==> src/rtl/endptr_dma_pkg.sv <==
package endptr_dma_pkg;

    typedef enum logic [3:0] {
        S_IDLE,
        S_FETCH_SRC,
        S_FETCH_DST,
        S_FETCH_CTL,
        S_CHECK,
        S_READ,
        S_WRITE,
        S_ARB,
        S_WBACK,
        S_DONE,
        S_ERR
    } dma_state_e;

    typedef enum logic [2:0] {
        SEL_ENA_SET   = 3'd0,
        SEL_ENA_CLR   = 3'd1,
        SEL_MASK_SET  = 3'd2,
        SEL_MASK_CLR  = 3'd3,
        SEL_SWREQ     = 3'd4,
        SEL_BURST_SET = 3'd5,
        SEL_BURST_CLR = 3'd6
    } cfg_sel_e;

    localparam logic [2:0] MODE_STOP = 3'd0;
    localparam logic [2:0] MODE_AUTO = 3'd2;

    typedef struct packed {
        logic [1:0] dst_inc;
        logic [1:0] dst_size;
        logic [1:0] src_inc;
        logic [1:0] src_size;
        logic [5:0] rsvd;
        logic [3:0] arb_code;
        logic [9:0] count_m1;
        logic       nxt_burst;
        logic [2:0] mode;
    } ctl_word_t;

    function automatic ctl_word_t retire_ctl(ctl_word_t c);
        ctl_word_t r;
        r          = c;
        r.count_m1 = '0;
        r.mode     = MODE_STOP;
        return r;
    endfunction

    function automatic logic [31:0] width_mask(logic [1:0] sz);
        logic [31:0] m;
        unique case (sz)
            2'd0:    m = 32'h0000_00FF;
            2'd1:    m = 32'h0000_FFFF;
            default: m = 32'hFFFF_FFFF;
        endcase
        return m;
    endfunction

    function automatic logic ctl_is_bad(ctl_word_t c);
        return (c.src_size == 2'd3) || (c.dst_size == 2'd3) ||
               (c.src_size != c.dst_size) || (c.mode != MODE_AUTO);
    endfunction

endpackage

==> src/rtl/endptr_dma_regs.sv <==
module endptr_dma_regs
    import endptr_dma_pkg::*;
(
    input  logic       clk,
    input  logic       rst_n,
    input  logic       cfg_wr,
    input  logic [2:0] cfg_sel,
    input  logic       idle,
    input  logic       clr_en,
    output logic       en_q,
    output logic       mask_q,
    output logic       burst_q,
    output logic       start
);

    logic sel_hit [7];

    for (genvar g = 0; g < 7; g++) begin : g_dec
        assign sel_hit[g] = cfg_wr && (cfg_sel == 3'(g));
    end

    always_ff @(posedge clk or negedge rst_n) begin
        if (!rst_n) begin
            en_q    <= 1'b0;
            mask_q  <= 1'b1;
            burst_q <= 1'b0;
        end else begin
            if (clr_en || sel_hit[SEL_ENA_CLR]) begin
                en_q <= 1'b0;
            end else if (sel_hit[SEL_ENA_SET]) begin
                en_q <= 1'b1;
            end
            if (sel_hit[SEL_MASK_SET]) begin
                mask_q <= 1'b1;
            end else if (sel_hit[SEL_MASK_CLR]) begin
                mask_q <= 1'b0;
            end
            if (sel_hit[SEL_BURST_SET]) begin
                burst_q <= 1'b1;
            end else if (sel_hit[SEL_BURST_CLR]) begin
                burst_q <= 1'b0;
            end
        end
    end

    assign start = sel_hit[SEL_SWREQ] && en_q && !mask_q && !burst_q && idle;

endmodule

==> src/rtl/endptr_dma_addr.sv <==
module endptr_dma_addr #(
    parameter int AW    = 32,
    parameter int CNT_W = 11
) (
    input  logic [AW-1:0]    end_ptr,
    input  logic [CNT_W-1:0] remaining,
    input  logic [1:0]       inc,
    output logic [AW-1:0]    addr
);

    localparam int OFF_W = CNT_W + 2;

    logic [CNT_W-1:0] rem_m1;
    logic [OFF_W-1:0] off;

    always_comb begin
        rem_m1 = remaining - CNT_W'(1);
        if (inc == 2'd3) begin
            off = '0;
        end else begin
            off = {2'b00, rem_m1} << inc;
        end
        addr = end_ptr - {{(AW-OFF_W){1'b0}}, off};
    end

endmodule

==> src/rtl/endptr_dma_arb.sv <==
module endptr_dma_arb #(
    parameter int CNT_W = 11
) (
    input  logic       clk,
    input  logic       rst_n,
    input  logic       load,
    input  logic       item_done,
    input  logic [3:0] arb_code,
    output logic       slot_full
);

    localparam int LOG_MAX = CNT_W - 1;

    logic [CNT_W-1:0] cnt_q;
    logic [CNT_W-1:0] slot_len;

    always_comb begin
        if (32'(arb_code) >= LOG_MAX) begin
            slot_len = CNT_W'(1) << LOG_MAX;
        end else begin
            slot_len = CNT_W'(1) << arb_code;
        end
        slot_full = item_done && ((cnt_q + CNT_W'(1)) == slot_len);
    end

    always_ff @(posedge clk or negedge rst_n) begin
        if (!rst_n) begin
            cnt_q <= '0;
        end else if (load || slot_full) begin
            cnt_q <= '0;
        end else if (item_done) begin
            cnt_q <= cnt_q + CNT_W'(1);
        end
    end

endmodule

==> src/rtl/endptr_dma_fsm.sv <==
module endptr_dma_fsm
    import endptr_dma_pkg::*;
#(
    parameter int AW    = 32,
    parameter int CNT_W = 11
) (
    input  logic             clk,
    input  logic             rst_n,
    input  logic             start,
    input  logic [AW-1:0]    tbl_base,
    input  logic [31:0]      mem_rdata,
    input  logic             mem_ack,
    input  logic [AW-1:0]    src_addr,
    input  logic [AW-1:0]    dst_addr,
    input  logic             slot_full,
    output logic [AW-1:0]    src_end,
    output logic [AW-1:0]    dst_end,
    output logic [CNT_W-1:0] remaining,
    output logic [1:0]       src_inc,
    output logic [1:0]       dst_inc,
    output logic [3:0]       arb_code,
    output logic             arb_load,
    output logic             item_done,
    output logic             clr_en,
    output logic             busy,
    output logic             mem_req,
    output logic             mem_we,
    output logic [AW-1:0]    mem_addr,
    output logic [1:0]       mem_size,
    output logic [31:0]      mem_wdata,
    output logic             arb_yield,
    output logic             done_irq,
    output logic             err_irq
);

    dma_state_e       state_q, state_d;
    ctl_word_t        ctl_q;
    logic [AW-1:0]    base_q;
    logic [31:0]      data_q;
    logic             last_item;

    assign last_item = (remaining == CNT_W'(1));

    // state register
    always_ff @(posedge clk or negedge rst_n) begin
        if (!rst_n) begin
            state_q <= S_IDLE;
        end else begin
            state_q <= state_d;
        end
    end

    // next-state logic
    always_comb begin
        state_d = state_q;
        unique case (state_q)
            S_IDLE:      if (start) state_d = S_FETCH_SRC;
            S_FETCH_SRC: if (mem_ack) state_d = S_FETCH_DST;
            S_FETCH_DST: if (mem_ack) state_d = S_FETCH_CTL;
            S_FETCH_CTL: if (mem_ack) state_d = S_CHECK;
            S_CHECK:     state_d = ctl_is_bad(ctl_q) ? S_ERR : S_READ;
            S_READ:      if (mem_ack) state_d = S_WRITE;
            S_WRITE: begin
                if (mem_ack) begin
                    if (last_item) begin
                        state_d = S_WBACK;
                    end else if (slot_full) begin
                        state_d = S_ARB;
                    end else begin
                        state_d = S_READ;
                    end
                end
            end
            S_ARB:       state_d = S_READ;
            S_WBACK:     if (mem_ack) state_d = S_DONE;
            S_DONE:      state_d = S_IDLE;
            S_ERR:       state_d = S_IDLE;
            default:     state_d = S_IDLE;
        endcase
    end

    // datapath registers
    always_ff @(posedge clk or negedge rst_n) begin
        if (!rst_n) begin
            base_q    <= '0;
            src_end   <= '0;
            dst_end   <= '0;
            ctl_q     <= '0;
            remaining <= '0;
            data_q    <= '0;
        end else begin
            if (state_q == S_IDLE && start) begin
                base_q <= tbl_base;
            end
            if (mem_ack) begin
                unique case (state_q)
                    S_FETCH_SRC: src_end <= mem_rdata[AW-1:0];
                    S_FETCH_DST: dst_end <= mem_rdata[AW-1:0];
                    S_FETCH_CTL: begin
                        ctl_q     <= ctl_word_t'(mem_rdata);
                        remaining <= CNT_W'(mem_rdata[13:4]) + CNT_W'(1);
                    end
                    S_READ:  data_q    <= mem_rdata & width_mask(ctl_q.src_size);
                    S_WRITE: remaining <= remaining - CNT_W'(1);
                    default: ;
                endcase
            end
        end
    end

    // outputs
    always_comb begin
        mem_req   = 1'b0;
        mem_we    = 1'b0;
        mem_addr  = '0;
        mem_size  = 2'd2;
        mem_wdata = '0;
        arb_yield = 1'b0;
        done_irq  = 1'b0;
        err_irq   = 1'b0;
        clr_en    = 1'b0;
        arb_load  = 1'b0;
        item_done = 1'b0;
        busy      = (state_q != S_IDLE);
        unique case (state_q)
            S_FETCH_SRC: begin
                mem_req  = 1'b1;
                mem_addr = base_q;
            end
            S_FETCH_DST: begin
                mem_req  = 1'b1;
                mem_addr = base_q + AW'(4);
            end
            S_FETCH_CTL: begin
                mem_req  = 1'b1;
                mem_addr = base_q + AW'(8);
            end
            S_CHECK: arb_load = 1'b1;
            S_READ: begin
                mem_req  = 1'b1;
                mem_addr = src_addr;
                mem_size = ctl_q.src_size;
            end
            S_WRITE: begin
                mem_req   = 1'b1;
                mem_we    = 1'b1;
                mem_addr  = dst_addr;
                mem_size  = ctl_q.dst_size;
                mem_wdata = data_q;
                item_done = mem_ack;
            end
            S_ARB: arb_yield = 1'b1;
            S_WBACK: begin
                mem_req   = 1'b1;
                mem_we    = 1'b1;
                mem_addr  = base_q + AW'(8);
                mem_wdata = retire_ctl(ctl_q);
            end
            S_DONE: begin
                done_irq = 1'b1;
                clr_en   = 1'b1;
            end
            S_ERR: begin
                err_irq = 1'b1;
                clr_en  = 1'b1;
            end
            default: ;
        endcase
    end

    assign src_inc  = ctl_q.src_inc;
    assign dst_inc  = ctl_q.dst_inc;
    assign arb_code = ctl_q.arb_code;

endmodule

==> src/rtl/endptr_dma.sv <==
module endptr_dma
    import endptr_dma_pkg::*;
#(
    parameter int AW    = 32,
    parameter int CNT_W = 11
) (
    input  logic          clk,
    input  logic          rst_n,
    input  logic [AW-1:0] tbl_base,
    input  logic          cfg_wr,
    input  logic [2:0]    cfg_sel,
    output logic          ch_en,
    output logic          ch_mask,
    output logic          ch_burst,
    output logic          busy,
    output logic          mem_req,
    output logic          mem_we,
    output logic [AW-1:0] mem_addr,
    output logic [1:0]    mem_size,
    output logic [31:0]   mem_wdata,
    input  logic [31:0]   mem_rdata,
    input  logic          mem_ack,
    output logic          arb_yield,
    output logic          done_irq,
    output logic          err_irq
);

    logic             start, clr_en, slot_full, arb_load, item_done;
    logic [AW-1:0]    src_end, dst_end, src_addr, dst_addr;
    logic [CNT_W-1:0] remaining;
    logic [1:0]       src_inc, dst_inc;
    logic [3:0]       arb_code;

    endptr_dma_regs u_regs (
        .clk     (clk),
        .rst_n   (rst_n),
        .cfg_wr  (cfg_wr),
        .cfg_sel (cfg_sel),
        .idle    (!busy),
        .clr_en  (clr_en),
        .en_q    (ch_en),
        .mask_q  (ch_mask),
        .burst_q (ch_burst),
        .start   (start)
    );

    endptr_dma_addr #(.AW(AW), .CNT_W(CNT_W)) u_src_addr (
        .end_ptr   (src_end),
        .remaining (remaining),
        .inc       (src_inc),
        .addr      (src_addr)
    );

    endptr_dma_addr #(.AW(AW), .CNT_W(CNT_W)) u_dst_addr (
        .end_ptr   (dst_end),
        .remaining (remaining),
        .inc       (dst_inc),
        .addr      (dst_addr)
    );

    endptr_dma_arb #(.CNT_W(CNT_W)) u_arb (
        .clk       (clk),
        .rst_n     (rst_n),
        .load      (arb_load),
        .item_done (item_done),
        .arb_code  (arb_code),
        .slot_full (slot_full)
    );

    endptr_dma_fsm #(.AW(AW), .CNT_W(CNT_W)) u_fsm (
        .clk       (clk),
        .rst_n     (rst_n),
        .start     (start),
        .tbl_base  (tbl_base),
        .mem_rdata (mem_rdata),
        .mem_ack   (mem_ack),
        .src_addr  (src_addr),
        .dst_addr  (dst_addr),
        .slot_full (slot_full),
        .src_end   (src_end),
        .dst_end   (dst_end),
        .remaining (remaining),
        .src_inc   (src_inc),
        .dst_inc   (dst_inc),
        .arb_code  (arb_code),
        .arb_load  (arb_load),
        .item_done (item_done),
        .clr_en    (clr_en),
        .busy      (busy),
        .mem_req   (mem_req),
        .mem_we    (mem_we),
        .mem_addr  (mem_addr),
        .mem_size  (mem_size),
        .mem_wdata (mem_wdata),
        .arb_yield (arb_yield),
        .done_irq  (done_irq),
        .err_irq   (err_irq)
    );

endmodule

==> config.mk <==
export PLATFORM = sky130hd
export DESIGN_NAME = endptr_dma
export DESIGN_NICKNAME = d
export VERILOG_FILES = /design/src/rtl/endptr_dma_pkg.sv /design/src/rtl/endptr_dma_regs.sv /design/src/rtl/endptr_dma_addr.sv /design/src/rtl/endptr_dma_arb.sv /design/src/rtl/endptr_dma_fsm.sv /design/src/rtl/endptr_dma.sv
export SDC_FILE = /design/constraint.sdc
export NUM_CORES = 1
export LEC_CHECK = 0
export BUFFER_PORTS_ARGS = -buffer_cell sky130_fd_sc_hd__buf_4
export CAP_MARGIN = 20
export CORE_UTILIZATION = 35
export CTS_BUF_LIST = sky130_fd_sc_hd__clkbuf_16
export DETAILED_ROUTE_END_ITERATION = 8
export PLACE_DENSITY_LB_ADDON = 0.08
export SLEW_MARGIN = 20
export SYNTH_ARGS = -nofsm -noshare
export SYNTH_HDL_FRONTEND = slang
export SYNTH_SLANG_ARGS = --single-unit
export TNS_END_PERCENT = 5
==> constraint.sdc <==
create_clock -name clk -period 7.5 [get_ports clk]
set_clock_uncertainty 0.1 [all_clocks]
set_input_delay 1.125 -clock clk [delete_from_list [all_inputs] [get_ports clk]]
set_output_delay 1.125 -clock clk [all_outputs]
set_load 0.01 [all_outputs]
==> results_dict.tcl <==
set metrics [dict create \
    status "finished clean" \
    power_mw 6.11 \
    syn_to_final_growth_pct 17.3 \
    ys_types 72 \
    slew_viol_final 0 \
    yosys-top-cells-area "dfrtp_1, mux2_2, mux2_1" \
    path_max_fanout 9 \
    fin_nets 1571 \
    vias 10547 \
    fill_cells 3439 \
    seqCellArea_um2 4480 \
    yosys.area.top_type "dfrtp_1" \
    slew_headroom_pct 25.4 \
    syn_area_um2 12100 \
    clock_latency_ns 0.46 \
    top_layer_used "met4" \
    ioPinCount 146 \
    port_buffers 145 \
    power_leakage_nw 6.17 \
    final_area_um2 14200 \
    gp_congestion 0.877 \
    wl_met2_um 18100 \
    power_density_nw_per_um2 429 \
    setup_tns_ns 0 \
    insertedDiodeCount 0 \
    grt_util_all_layers_pct 22.8 \
    hold_viol_final 0 \
    post_drt_wl_per_cell_um 20.6 \
    fin_util_pct 42.1 \
    dp_hpwl_um 29900 \
    first_pass_iters 5 \
    worstMarginPinSlew_ns 1.11 \
    ctsHoldBuffers 0 \
    die_x_um 188 \
    post-route-period-util_pct 91.1 \
    placed_area_um2 13700 \
    synth_edf_count 0 \
    cts_num_sinks 179 \
    layout_common_cells "dfrtp_1, buf_4, nand2_1" \
    rrSetupSlack_ns 3.35 \
    route.antenna.remaining_nets 0 \
    startpoint_type "flip-flop" \
    grt_pass1_wl_um 61700 \
    synth_top_area_share_pct 36.7 \
    gr-total-overflow 0 \
    wl_met3_um 1920 \
    critPathCaptureType "primary output" \
    hp-class "reg2reg" \
    multiInputGateArea_um2 7310 \
    routed_via_density 5.48 \
    post_cts_resize_count 0 \
    fmaxAchievable_ghz 0.146 \
    rows 67 \
    drive_gt1_share_pct 19.7 \
    antenna_found_initial 0 \
    grt_max_degree 96 \
    numCtsBuffers 17 \
    synthCells 1360 \
    grt_pass1_vias 10192 \
    ys_seq_elements 179 \
    root_buffer "clkbuf_16" \
    layout_commonest_cell "dfrtp_1" \
    setup_viol 0 \
    synth_ff_type "dfrtp_1" \
    fin_crit_ns 6.83 \
    rsz0062_at_grt "no" \
    seq_area_frac_synth_pct 36.9 \
    drc 0 \
    wl_met1_um 19300 \
    die_area_um2 35400 \
    maxCapViolCount 0 \
    cts_buffer_depth 2 \
    die_y_um 188 \
    syn-num-nets 1469 \
    critPathRequiredTime_ns 6.27 \
    yosysWarnings 0 \
    clkTransAtPathRegs_ns 0.07 \
    htreeDepth 4 \
    core_um2 33900 \
    start_util_pct 35.8 \
    cts_tree "done" \
    syn_area_per_cell_um2 8.92 \
    cts_setup_buffers 0 \
    drtIter0Drc 784 \
    finalWirelength_um 39700 \
    synth-async-reset-ratio_pct 100 \
    peakVddDrop_mv 0.196 \
    arrival_ns 5.60 \
    crit_type "reg2out" \
]
==> power breakdown <==
group | internal, mW | total [mW] | leakage, nW | switching (mW)
logic | 1.45 | 3.34 | 3.61 | 1.89
registers | 1.35 | 1.86 | 2.27 | 0.510
clock network | 0.446 | 0.909 | 0.290 | 0.463
==> path summary, 6_finish.rpt <==
kind	from	endpoint	cells after the start
min	u_fsm.data_q[16]	u_fsm.data_q[16]	2
max in group asynchronous	rst_n	u_arb.cnt_q[8]	2
max reg2reg	u_fsm.state_q[1]	u_arb.cnt_q[1]	8
max	u_fsm.remaining[2]	mem_addr[31]	15
min reg2reg	u_fsm.data_q[16]	u_fsm.data_q[16]	2
min in group asynchronous	rst_n	u_fsm.base_q[2]	1
==> Yosys cell counts (36+ instances only) <==
library cell and number:
mux2_2 78, nand2_1 146, mux2_1 50, xor2_1 48, xnor2_1 54, a21oi_1 102, o21ai_0 68, nor2_1 111
clkbuf_1 69, nor3_1 53, ha_1 36, dfrtp_1 178
==> critical path, stage by stage, from the launching register on <==
cell and delay, ns:
dfrtp_1 0.47, or4_1 0.61, nor4_1 0.39, nand3b_1 0.21
xnor2_1 0.28, nand2_1 0.14, ha_1 0.24, or4_4 0.57
or4_4 0.44, or3_1 0.46, or4_4 0.55, nor3_2 0.11
nand2_1 0.08, xnor2_1 0.15, a221o_1 0.29, buf_4 0.14
==> logic make-up after synthesis <==
| family | count (synthesis) | synth area share (%) |
|---|---|---|
| AOI/OAI and AO/OA | 328 | 16.9 |
| xor gates and xnor gates | 102 | 7.36 |
| adders and majority gates | 38 | 4.04 |
| buffers and inverters | 96 | 3.03 |
| DFF | 179 | 36.9 |
| muxes | 133 | 12.3 |
| and+or+nand+nor | 484 | 19.4 |
==> flip-flops by register name, summed over array words and instances (netlist names) <==
name and cells:
u_regs.mask_q 1, u_fsm.remaining 11, u_fsm.ctl_q 14, u_fsm.dst_inc 2
u_regs.en_q 1, u_fsm.dst_end 32, u_fsm.src_inc 2, u_regs.burst_q 1
u_fsm.state_q 4, u_arb.cnt_q 11, u_fsm.arb_code 4, u_fsm.base_q 32
u_fsm.data_q 32, u_fsm.src_end 32
==> per-stage QoR <==
step	hold slack, ns	cells	worst slack (ns)
6_report	0.387	1923	0.671
5_1_grt	0.417	1923	0.361
4_1_cts	0.389	1923	0.668
3_5_place_dp	0.372	1891	1.19
3_3_place_gp	0.361	1891	1.20
2_1_floorplan	0.347	1360	1.66
==> layer usage <==
metal | vias up | global-route usage (%)
met5 | - | 0
met4 | 0 | 4.75
met3 | 27 | 3.93
met2 | 276 | 35.6
met1 | 5119 | 32.8
li1 | 5125 | -
==> cell type report <==
class / instances / area share (%)
multi-input combinational: 1085 / 51.3
inverter: 16 / 0.422
sequential: 179 / 31.5
timing repair buffer: 163 / 8.71
clock buffer: 17 / 2.99
tap: 448 / 3.94
clock inverter: 15 / 1.17
(Power assumes the default switching activity.)
